--- src/rtl/pdac_seq.sv ---
module pdac_seq #(
  parameter int DW         = 12,
  parameter int CLK_PS     = 4000,
  parameter int ADDR_SU_PS = 10000,
  parameter int RW_CS_PS   = 5000,
  parameter int CS_LOW_PS  = 10000,
  parameter int DATA_SU_PS = 6000,
  parameter int ACCESS_PS  = 25000,
  parameter int RELINQ_PS  = 10000,
  parameter int CS_HIGH_PS = 7000
) (
  input  logic          clk,
  input  logic          rst_n,
  input  logic          req_valid,
  output logic          req_ready,
  input  logic          req_ch,
  input  logic          req_rd,
  input  logic          req_verify,
  input  logic [DW-1:0] req_wdata,
  output logic          done,
  output logic [DW-1:0] rd_data,
  output logic          mismatch,
  output logic          dac_ch,
  output logic          dac_rw,
  output logic          dac_cs_n,
  output logic [DW-1:0] db_o,
  output logic          db_oe,
  input  logic [DW-1:0] db_i
);

  function automatic int cyc(input int ps);
    return (ps + CLK_PS - 1) / CLK_PS;
  endfunction

  function automatic int imax(input int a, input int b);
    return (a > b) ? a : b;
  endfunction

  localparam int SU_CYC  = imax(1, imax(cyc(ADDR_SU_PS), cyc(RW_CS_PS)));
  localparam int LOW_CYC = imax(1, imax(cyc(CS_LOW_PS), imax(cyc(ACCESS_PS), cyc(DATA_SU_PS))));
  localparam int REC_CYC = imax(1, imax(cyc(RELINQ_PS), cyc(CS_HIGH_PS)));
  localparam int CW      = $clog2(imax(SU_CYC, imax(LOW_CYC, REC_CYC)) + 1);

  typedef enum logic [2:0] {S_IDLE, S_SETUP, S_LOW, S_HIGH, S_REC, S_DONE} st_t;

  st_t           st;
  logic [CW-1:0] cnt;
  logic          rd_q, vfy_q;
  logic [DW-1:0] wd_q;

  wire last = (cnt == '0);

  always_ff @(posedge clk or negedge rst_n) begin
    if (!rst_n) begin
      st      <= S_IDLE;
      cnt     <= '0;
      rd_q    <= 1'b1;
      vfy_q   <= 1'b0;
      wd_q    <= '0;
      dac_ch  <= 1'b0;
      rd_data <= '0;
    end else begin
      case (st)
        S_IDLE: if (req_valid) begin
          dac_ch <= req_ch;
          rd_q   <= req_rd;
          vfy_q  <= req_verify & ~req_rd;
          wd_q   <= req_wdata;
          cnt    <= CW'(SU_CYC - 1);
          st     <= S_SETUP;
        end
        S_SETUP: if (last) begin
          cnt <= CW'(LOW_CYC - 1);
          st  <= S_LOW;
        end else cnt <= cnt - 1'b1;
        S_LOW: if (last) begin
          if (rd_q) rd_data <= db_i;
          st <= S_HIGH;
        end else cnt <= cnt - 1'b1;
        S_HIGH: begin
          cnt <= CW'(REC_CYC - 1);
          st  <= S_REC;
        end
        S_REC: if (last) begin
          if (vfy_q && !rd_q) begin
            rd_q <= 1'b1;
            cnt  <= CW'(SU_CYC - 1);
            st   <= S_SETUP;
          end else st <= S_DONE;
        end else cnt <= cnt - 1'b1;
        S_DONE: begin
          rd_q <= 1'b1;
          st   <= S_IDLE;
        end
        default: st <= S_IDLE;
      endcase
    end
  end

  assign req_ready = (st == S_IDLE);
  assign done      = (st == S_DONE);
  assign mismatch  = done && vfy_q && (rd_data != wd_q);
  assign dac_rw    = rd_q;
  assign dac_cs_n  = (st != S_LOW);
  assign db_o      = wd_q;
  assign db_oe     = !rd_q && (st == S_SETUP || st == S_LOW || st == S_HIGH);

endmodule


--- config.mk ---
export PLATFORM = sky130hd
export DESIGN_NAME = pdac_seq
export DESIGN_NICKNAME = d
export VERILOG_FILES = /design/src/rtl/pdac_seq.sv
export SDC_FILE = /design/constraint.sdc
export NUM_CORES = 1
export LEC_CHECK = 0
export ABC_AREA = 1
export BUFFER_PORTS_ARGS = -buffer_cell sky130_fd_sc_hd__buf_2
export CAP_MARGIN = 30
export CORE_MARGIN = 8
export CORE_UTILIZATION = 49
export CTS_BUF_LIST = sky130_fd_sc_hd__clkbuf_16
export DETAILED_ROUTE_END_ITERATION = 6
export HOLD_SLACK_MARGIN = 0.06
export PLACE_DENSITY = 0.82
export REMOVE_ABC_BUFFERS = 1
export SYNTH_ARGS = -nofsm -noshare
export SYNTH_HDL_FRONTEND = slang
export SYNTH_SLANG_ARGS = --single-unit
--- constraint.sdc ---
create_clock -name clk -period 1.75 [get_ports clk]
set_clock_uncertainty 0.15 [all_clocks]
set_input_delay 0.4375 -clock clk [delete_from_list [all_inputs] [get_ports clk]]
set_output_delay 0.4375 -clock clk [all_outputs]
set_load 0.1 [all_outputs]
# Yosys cells after proc, flatten, opt, wreduce, memory -nomap -nowiden
# Index checks and enable logic that the tools add are counted.
[word_totals]
output_inout_bits = 31
input_bits = 30
register_bits = 33
elab_cells = 56
[op_classes]
bitwise_logic = 2
addsub = 1
n_reduce_logical = 16
muxes = 16
eq_ne = 14
[op_table]
columns = ["operator", "count"]
rows = [
  ["$mux 3", 10],
  ["$pmux 3 s5", 2],
  ["$ne 12x12->1", 1],
  ["$ne 2x2->1 const B", 6],
  ["$reduce_and 4->1", 3],
  ["$eq 3x2->1 const B", 2],
  ["$eq 3x3->1 const B", 2],
  ["$logic_not 3->1", 2],
  ["$reduce_bool 5->1", 1],
  ["$logic_and 1x1->1", 4],
  ["$eq 3x1->1 const B", 1],
  ["$mux 1", 3],
  ["$ne 3x2->1 const B", 1],
  ["$ne 3x3->1 const B", 1],
  ["$pmux 1 s3", 1],
  ["$reduce_and 3->1", 1],
  ["$reduce_bool 3->1", 1],
  ["$sub 3x1->3 const B", 1],
  ["$logic_or 1x1->1", 2],
  ["$reduce_and 2->1", 1],
  ["$and 1x1->1", 1],
  ["$logic_not 1->1", 1],
  ["$not 1->1", 1],
]

# Depth between registers and ports, before layout
# Gate-level depths: netlist (run 1).
[depth]
depth_word = 5
ltp_mapped = 11

# Worst setup path after synthesis (run 1)
# Ideal clock, no wire load.
[synth_path]
kind = "register to output"
startpoint = "reg rd_q, in the netlist dac_rw"
endpoint = "out db_oe"
stages_incl_launch_ff = 3
required_time_ps = 1162
setup_slack_ps = -1668
n_path_buf = 1
arrival_ps = 2831
cell_sequence = "dfstp_2 buf_2 nor3_1"
[synth_via]
elab_chain_cells = 2
[synth_lines]
columns = ["element", "line_no", "text"]
rows = [
  ["start: declaration", "48", "logic rd_q, vfy_q;"],
  ["start signal: assignment", "66", "rd_q <= req_rd;"],
  ["$logic_not 1->1", "106", "assign db_oe = !rd_q && (st == S_SETUP || st == S_LOW || st == S_HIGH);"],
  ["$logic_and 1x1->1", "106", ""],
  ["end: declaration", "27", "output logic db_oe,"],
]
# Every way passes these cells.

# Final worst setup path (run 1)
[layout_path]
startpoint = "reg wd_q[5], in the netlist db_o[5]"
endpoint = "out mismatch"
[layout_via]
elab_chain_cells = 2
[layout_lines]
columns = ["element", "line_no", "text"]
rows = [
  ["start: declaration", "49", "logic [DW-1:0] wd_q;"],
  ["start signal: assignment", "68", "wd_q <= req_wdata;"],
  ["$ne 12x12->1", "102", "assign mismatch = done && vfy_q && (rd_data != wd_q);"],
  ["$logic_and 1x1->1", "102", ""],
  ["end: declaration", "22", "output logic mismatch,"],
]
# Every way passes these cells.

==> results of run 1 <==
==> stage by stage <==
| step | TNS, ns | cell area, um^2 | setup slack, ns |
|---|---|---|---|
| after floorplan | -3.45 | 1710 | -1.53 |
| final | -0.531 | 2850 | -0.285 |
| after CTS | -0.535 | 2780 | -0.249 |
| after detailed placement | -0.0110 | 2360 | -0.0110 |
| after global placement | 0 | 2360 | 0.00300 |
| after global routing | -0.811 | 2850 | -0.371 |
==> flip-flops by register name (all words and copies together), names as in the netlist <==
signal   flops
dac_rw       1
st           3
vfy_q        1
cnt          3
dac_ch       1
db_o        12
rd_data     12
==> cell type report <==
type	count	area share [%]
sequential	33	29.1
inverter	31	4.70
tap	46	2.02
clock inverter	3	1.32
clock buffer	5	4.39
timing repair buffer	104	29.5
multi-input combinational	162	29.1
==> worst max-delay path, stage by stage, from the launching register on <==
cell	delay [ns]
dfrtp_1	0.41
inv_1	0.08
nand2_1	0.05
nand2_1	0.05
nand2_1	0.07
nor2_2	0.14
nand3_2	0.10
nand2_2	0.07
inv_2	0.04
buf_12	0.15
==> per-layer routing <==
layer,GRT usage [%],vias to the layer above
met5,0,-
met4,8.74,0
met3,7.76,18
met2,35.6,85
met1,21.2,907
li1,-,921
==> final timing paths <==
check	from	endpoint	slack (ns)	cells past startpoint
setup / recovery	db_o[5]	mismatch	-0.28	9
hold / removal	req_ch	dac_ch	0.20	3
setup reg to reg	st[2]	cnt[2]	0.01	10
hold reg to reg	dac_ch	dac_ch	0.33	2
max in group asynchronous	rst_n	dac_rw	0.56	3
min in group asynchronous	rst_n	db_o[4]	0.56	3
==> layout by cell type (no fill, tap or decap), types with 2 or more instances in the layout <==
cell type  count
a21oi_1       10
buf_12        12
buf_2         45
buf_4         40
buf_6          5
clkbuf_16      5
dfrtp_1       31
ha_1           2
inv_1         18
inv_2         11
inv_4          2
nand2_1       84
nand2_2        2
nand2_4        3
nand3_1       12
nor2_1        15
nor2_2         5
nor2_4         3
o21ai_0       12
xnor2_1        4
==> logic make-up (layout without fill, tap and decap cells) <==
kind of cell    after synthesis  in the layout  synth area share (%)
compound gates               25             25                  7.50
xor+xnor                      5              5                  2.50
flops                        33             33                  47.2
buf+inv                      36            143                  9.07
fa+ha+maj                     2              2                  1.43
simple gates                130            130                  32.3
==> repair_timing <==
item	CTS	global route
buffers inserted	23	6
hold buffers	1	0
endpoints found under the setup margin	9	12
gates cloned	0	0
resized for setup	21	23
hold endpoints to repair	32	0
pin swaps	8	9
==> key figures, run 1 <==
STA
  – Relative slew slack: ~67%
  – Hold Worst Slack: 0.202 ns
  – Slew Limit Fails: 0
  – Final setup viols: 5
  – Crit share post-route: 116%
  – RSZ-0062 raised after global routing: true
  – Min Tclk post-route: just over 2 ns
  – Max frequency: about 490 MHz
  – Final Worst Setup Slack: -0.285 ns
  – Least-Margin Pin Slew: approximately 0.50 ns
  – Final hold viol count: 0

Detailed routing
  – Vias: ~1,900
  – Iter 0 DRT Violations: 130
  – WL met1: 2210 um
  – Wirelength per Cell: roughly 16 um
  – Drt drc: 0
  – Pre-antenna DRT Iters: 4
  – Post-Route WL: a little over 6000 um
  – Post-DRT Antenna Nets: 0
  – Met3 WL: approximately 540 um
  – Metal2 WL: around 3200 um
  – Max Used Layer: met4
  – Routed vias/inst: 5.03

Global route
  – Vias in the first global route: 1,867
  – Largest net degree at the start of global routing: 34
  – Overflow after GRT: 0
  – Total GRT Usage: 20.4%
  – First-pass GRT wire length: 8510 um
  – Initial antenna violation count: 0

Synthesis
  – Cells after Synth: 231
  – Cell with the most instances after synthesis: nand2_1
  – Register bit total from synthesis: 33
  – Top cells by count, synth: 87 x nand2_1, 32 x dfrtp_1, 28 x inv_1
  – Area leader, netlist: dfrtp_1
  – Top_reg_cell synth: dfrtp_1
  – Distinct cells, synth: 24
  – Netlist Area Pre-Place: ~1800 um^2
  – Syn Area/Cell: ~7.6 um^2
  – Asr flop ratio synth: 100%
  – Post-synth EDFFs: 0
  – Synth top area cells: dfrtp_1 46%, nand2_1 19%, inv_1 6.0%
  – Sequential fraction of the synthesis area: between 40% and 50%
  – Post-synth top area share: between 40 and 50%
  – YS warnings: 0

Clocking
  – CTS HTree Levels: 2
  – Root buf cell: clkbuf_16
  – Clock buffer depth: 2
  – Worst-Skew Late Latency: around 0.29 ns
  – Clock buffer count from CTS: 5
  – Clk pin slew, worst setup/hold paths: about 0.050 ns
  – CTS tree: done
  – Clock sinks: 33

Setup path
  – CP arrival: about 1.5 ns
  – Critical path startpoint category: register
  – Nature of the critical path endpoint: primary output
  – Critical setup path kind: reg -> out
  – Critical Path RT: roughly 1.2 ns
  – Crit-path max FO: 3

Final layout
  – Util after Layout: a little over four fifths
  – Final #Nets: approximately 370
  – Ant. Diodes: 0
  – Filler cells: between 150 and 200
  – Multi-input combinational cell area: around 830 um^2
  – Storage cell area: 828 um^2
  – Layout cells sized above 1: 42.9%
  – Final Non-Filler Cells: about 380
  – Synth-to-layout area growth: 62.7%

Outcome
  – Status: finished, violations left
  – Failing checks: setup timing

Floorplanning
  – Cell Rows: 21
  – Die Wd: 75.8 um
  – Initial Util: between 50 and 60%
  – Die area: between 5000 and 6000 um^2
  – Die Y: 75.8 um
  – Core footprint: approximately 3400 um^2
  – # IOs: 61

Placed design
  – DP Cell Count: ~350
  – Hpwl dp: between 3000 and 4000 um
  – Number of buffers added on ports: 60
  – GPL Wtd Cong: ~0.9

Min path
  – Hold/Removal Path Class: in -> reg

Flow run
  – Max-Cap Viols: 0
Power of run 1 is not shown: default switching activity piles up to over one toggle a cycle in this logic, so the estimate is an artifact.
==> inputs of run 2 (changes only) <==
--- a/config.mk
+++ b/config.mk
@@ -8,8 +8,10 @@
 export ABC_AREA = 1
 export BUFFER_PORTS_ARGS = -buffer_cell sky130_fd_sc_hd__buf_2
 export CAP_MARGIN = 30
+export CELL_PAD_IN_SITES_DETAIL_PLACEMENT = 0
+export CELL_PAD_IN_SITES_GLOBAL_PLACEMENT = 1
 export CORE_MARGIN = 8
-export CORE_UTILIZATION = 49
+export CORE_UTILIZATION = 35
 export CTS_BUF_LIST = sky130_fd_sc_hd__clkbuf_16
 export DETAILED_ROUTE_END_ITERATION = 6
 export HOLD_SLACK_MARGIN = 0.06
==> run 2 against run 1 <==
Compared with the run above: the flow still finishes with violations (setup timing); register-to-register slack improved by 0.08 ns; maximum frequency up 2.6%; non-clock buffer count unchanged; count of clock-buffer cells in the layout unchanged; sequential share of layout area unchanged; wire length down 15%; largest cell class unchanged; utilization is 25 points lower; hold slack gained 0.015 ns; final cell count up 5.5%; critical path depth unchanged; cell area stayed put; sequential cell count unchanged.
==> key figures, run 2 (same netlist as run 1, synthesis figures left out) <==
STA
  – Final hold viol count: 0 (unchanged)
  – Least-Margin Pin Slew: 0.494 ns (was 0.495 ns)
  – Relative slew slack: 67.3% (was 67.2%)
  – Final Worst Setup Slack: -0.233 ns (was -0.285 ns)
  – Max frequency: 504 MHz (was 491 MHz)
  – Hold Worst Slack: 0.217 ns (was 0.202 ns)
  – Final setup viols: 5 (unchanged)
  – Crit share post-route: 113% (was 116%)
  – Slew Limit Fails: 0 (unchanged)
  – Fin Setup TNS: -0.499 ns (was -0.531 ns)
  – Min Tclk post-route: 1.98 ns (was 2.03 ns)
  – RSZ-0062 raised after global routing: true (unchanged)

Clocking
  – Worst-Skew Late Latency: 0.27 ns (was 0.29 ns)
  – Root buf cell: clkbuf_16 (unchanged)
  – Clock buffer depth: 2 (unchanged)
  – CTS HTree Levels: 2 (unchanged)
  – Clk pin slew, worst setup/hold paths: 0.05 ns (about the same)
  – CTS tree: done (unchanged)
  – Clock buffer count from CTS: 5 (unchanged)
  – Clock sinks: 33 (unchanged)

Detailed routing
  – Drt drc: 0 (unchanged)
  – Post-Route WL: 5200 um (was 6100 um)
  – Post-DRT Antenna Nets: 0 (unchanged)
  – Wirelength per Cell: 12.8 um (was 15.9 um)
  – Pre-antenna DRT Iters: 4 (unchanged)
  – Iter 0 DRT Violations: 80 (was 130)
  – Vias: 1,833 (was 1,931)
  – Routed vias/inst: 4.53 (was 5.03)

Floorplanning
  – Die area: 7520 um^2 (was 5740 um^2)
  – Cell Rows: 25 (was 21)
  – Initial Util: 36.6% (was 51.7%)
  – Die Wd: 86.7 um (was 75.8 um)
  – Die Y: 86.7 um (was 75.8 um)
  – # IOs: 61 (unchanged)
  – Core footprint: 4790 um^2 (was 3390 um^2)

Final layout
  – Most frequent cells in the layout: 86 x nand2_1, 46 x buf_2, 36 x buf_4 (was 84 x nand2_1, 45 x buf_2, 40 x buf_4)
  – Util after Layout: 59.6% (was 84.1%)
  – Final #Nets: 369 (unchanged)
  – Storage cell area: 828 um^2 (unchanged)
  – Layout cells sized above 1: 40.2% (was 42.9%)
  – Ant. Diodes: 0 (unchanged)
  – Final Instance Area: 2850 um^2 (unchanged)
  – Most common cell after layout, fill and taps aside: nand2_1 (unchanged)
  – Multi-input combinational cell area: 820 um^2 (was 828 um^2)
  – Filler cells: 426 (was 184)
  – Synth-to-layout area growth: 62.7% (unchanged)

Setup path
  – Nature of the critical path endpoint: primary output (unchanged)
  – Critical path startpoint category: register (unchanged)
  – Critical setup path kind: reg -> out (unchanged)
  – Critical Path RT: 1.16 ns (about the same)
  – CP arrival: 1.40 ns (was 1.45 ns)
  – Crit-path max FO: 3 (unchanged)

Global route
  – Overflow after GRT: 0 (unchanged)
  – Total GRT Usage: 14.4% (was 20.4%)
  – Initial antenna violation count: 0 (unchanged)
  – Vias in the first global route: 1,948 (was 1,867)
  – Largest net degree at the start of global routing: 34 (unchanged)
  – First-pass GRT wire length: 8680 um (was 8510 um)

Placed design
  – GPL Wtd Cong: 0.816 (was 0.883)
  – Number of buffers added on ports: 60 (unchanged)
  – Hpwl dp: 3630 um (was 3540 um)
  – Placed instance area: 2450 um^2 (was 2360 um^2)

Outcome
  – Status: finished, violations left (unchanged)
  – Failing checks: setup timing (unchanged)

Min path
  – Hold/Removal Path Class: in -> reg (unchanged)

Flow run
  – Max-Cap Viols: 0 (unchanged)
-- run 2: through the flow --
step	setup slack [ns]	std cells
global route	-0.336	405
floorplan	-1.53	226
detailed placement	0.0225	374
global placement	0.0277	374
CTS	-0.247	406
finish	-0.233	405
-- run 2: area by class of cell --
class	count	area share [%]
timing repair buffer	104	30.1
sequential	33	29.1
inverter	31	4.35
clock buffer	5	4.39
clock inverter	3	0.439
multi-input combinational	162	28.8
tap	67	2.94
-- run 2: critical path, stage by stage, from the launching register on --
cell	delay (ns)
dfrtp_1	0.39
inv_1	0.08
nand2_1	0.05
nand2_1	0.05
nand2_1	0.05
nor2_1	0.13
nand3_1	0.09
nand2_1	0.08
inv_2	0.04
buf_12	0.15
-- run 2: routing by layer --
layer  global-route usage [%]  vias up  wire, um  share of wire [%]
met5                        0        -         0                  0
met1                     15.3      834      2120                 41
li1                         -      926         -                  -
met4                     5.16        0        55                1.1
met2                     25.3       67      2590                 50
met3                     5.39        6       440                8.5
-- run 2: worst paths after layout --
kind,startpoint,endpoint,slack (ns),depth (start not counted)
worst min register to register,cnt[1],cnt[1],0.32,2
min in group asynchronous,rst_n,db_o[4],0.59,3
max in group asynchronous,rst_n,dac_rw,0.53,3
worst min-delay path,req_wdata[10],db_o[10],0.22,3
worst max-delay path,rd_data[4],mismatch,-0.23,9
worst max register to register,st[0],st[0],0.09,9
-- run 2: timing repair --
| action | 4_1_cts | 5_1_grt |
|---|---|---|
| hold buffers | 1 | 0 |
| endpoints found under the setup margin | 6 | 26 |
| gates resized for setup | 18 | 13 |
| buffers inserted | 24 | 3 |
| pin swaps | 7 | 6 |
| hold endpoints to repair | 5 | 0 |
Power of run 2 is left out for the same reason.
==> inputs of run 3 (changes only) <==
==> constraint.sdc (replaced) <==
create_clock -name clk -period 2.2 [get_ports clk]
set_clock_uncertainty 0.15 [all_clocks]
set_input_delay 0.55 -clock clk [delete_from_list [all_inputs] [get_ports clk]]
set_output_delay 0.55 -clock clk [all_outputs]
set_load 0.1 [all_outputs]
==> run 3 against run 2 <==
Compared with the run above: via count is 11% lower; worst setup slack better by 0.28 ns; critical path depth is 6 lower; final cell count shrank 10%; global-route usage decreased by 1.7 points; count of clock-buffer cells in the layout stayed put; non-clock buffer count fell by 42; the flow now finishes without violations; first-iteration DRC count is 20% lower; sequential cell count is the same; highest routed layer unchanged; die area is the same; utilization decreased by 11 points; wire length shrank 17%.
==> key figures, run 3 (same netlist as run 1, synthesis figures left out) <==
STA
  – Final hold viol count: 0 (unchanged)
  – RSZ-0062 raised after global routing: true (unchanged)
  – Slew Limit Fails: 0 (unchanged)
  – Min Tclk post-route: approximately 2.2 ns
  – Least-Margin Pin Slew: 0.733 ns (was 0.494 ns)
  – Max frequency: around 460 MHz
  – Crit share post-route: slightly below 100%
  – Final setup viols: 0 (was 5)
  – Fin Setup TNS: 0 ns (was -0.499 ns)
  – Relative slew slack: 51.2% (was 67.3%)

Placed design
  – Placed instance area: 2150 um^2 (was 2450 um^2)
  – Hpwl dp: 3440 um (was 3630 um)
  – Number of buffers added on ports: 60 (unchanged)
  – GPL Wtd Cong: 0.830 (was 0.816)

Global route
  – Overflow after GRT: 0 (unchanged)
  – Largest net degree at the start of global routing: 34 (unchanged)
  – Initial antenna violation count: 0 (unchanged)
  – Vias in the first global route: 1,711 (was 1,948)
  – Total GRT Usage: 12.8% (was 14.4%)
  – First-pass GRT wire length: 7660 um (was 8680 um)

Final layout
  – Final #Nets: 327 (was 369)
  – Final Instance Area: 2330 um^2 (was 2850 um^2)
  – Synth-to-layout area growth: 32.9% (was 62.7%)
  – Most frequent cells in the layout: 87 x nand2_1, 56 x buf_2, 31 x dfrtp_1 (was 86 x nand2_1, 46 x buf_2, 36 x buf_4)
  – Most common cell after layout, fill and taps aside: nand2_1 (unchanged)
  – Ant. Diodes: 0 (unchanged)
  – Layout cells sized above 1: 28.7% (was 40.2%)

Setup path
  – Critical setup path kind: reg -> out (unchanged)
  – CP Buf/Inv Count: 1 (was 3)
  – Critical Path RT: 1.50 ns (was 1.16 ns)
  – Critical path startpoint category: register (unchanged)
  – Reg2reg start: cnt[0] (was st[0])
  – Crit-path max FO: 6 (was 3)
  – Critical path origin: st[0] (was rd_data[4])
  – Nature of the critical path endpoint: primary output (unchanged)
  – Critical path's slowest cell: dfrtp_1 (unchanged)
  – Worst path max stage delay: 0.46 ns (was 0.39 ns)
  – CP delay by family, top: flip-flops (was simple AND/OR/NAND/NOR gates)
  – CP arrival: 1.45 ns (was 1.40 ns)
  – Worst path cell trace: nor2_4 > nor3_1 > buf_2 (was inv_1 > nand2_1 > nand2_1 > nand2_1 > nor2_1 > nand3_1 > nand2_1 > inv_2 > buf_12)

Clocking
  – Clock buffer depth: 2 (unchanged)
  – CTS tree: done (unchanged)
  – Worst-Skew Late Latency: 0.27 ns (about the same)
  – # Post-CTS Setup Buffers: 0 (was 24)
  – Root buf cell: clkbuf_16 (unchanged)
  – Clock sinks: 33 (unchanged)
  – Clk pin slew, worst setup/hold paths: 0.05 ns (about the same)
  – Hold buffers post-CTS: 0 (was 1)
  – CTS HTree Levels: 2 (unchanged)
  – Clock buffer count from CTS: 5 (unchanged)

Detailed routing
  – Routed vias/inst: 4.51 (was 4.53)
  – Vias: 1,637 (was 1,833)
  – Pre-antenna DRT Iters: 4 (unchanged)
  – Drt drc: 0 (unchanged)
  – Wirelength per Cell: 11.9 um (was 12.8 um)
  – Post-DRT Antenna Nets: 0 (unchanged)
  – Post-Route WL: 4330 um (was 5200 um)
  – Iter 0 DRT Violations: 64 (was 80)

Min path
  – Hold/Removal Path Class: in -> async (was in -> reg)

Flow run
  – Max-Cap Viols: 0 (unchanged)

Outcome
  – Status: finished clean (was finished, violations left)

Floorplanning
  – Die area: 7520 um^2 (unchanged)
  – Core footprint: 4790 um^2 (unchanged)
  – Die Wd: 86.7 um (unchanged)
  – Cell Rows: 25 (unchanged)
  – # IOs: 61 (unchanged)
  – Initial Util: 36.6% (unchanged)
  – Die Y: 86.7 um (unchanged)
-- run 3: final timing paths --
kind | to | cells past startpoint | slack, ns
max in group asynchronous | st[1] | 1 | 1.19
min reg2reg | cnt[1] | 2 | 0.32
max | db_oe | 3 | 0.05
min in group clk | cnt[1] | 2 | 0.32
max reg2reg | rd_data[9] | 9 | 0.38
min | db_o[4] | 1 | 0.18
-- run 3: per-stage QoR --
stage	std cells	setup WS (ns)	util, %	hold WS [ns]
after floorplan	226	-1.20	-	0.104
after detailed placement	355	0.281	45.0	0.311
final	363	0.0466	48.6	0.183
after global placement	355	0.328	45.0	0.308
after global routing	363	-0.0196	48.6	0.264
after CTS	363	0.0271	48.4	0.222
-- run 3: final cells by class --
class	instances	area [um^2]
Clock buffer	5	125
Clock inverter	3	37.5
Fill cell	488	2460
Inverter	31	116
Multi-Input combinational cell	162	773
Sequential cell	33	828
Tap cell	67	83.8
Timing Repair Buffer	62	363
-- run 3: repair_timing --
action	CTS	global route
cloned	0	0
setup endpoints to repair	1	2
hold endpoints to repair	0	0
pin swaps	0	0
resized for setup	1	4
-- run 3: per-layer routing --
layer | vias to the layer above | track usage (%) | part of all wire, %
li1 | 838 | - | -
met1 | 750 | 15.0 | 44
met2 | 43 | 21.4 | 45
met3 | 6 | 4.54 | 9.6
met4 | 0 | 3.29 | 1.0
met5 | - | 0 | 0
Power of run 3 is left out for the same reason.
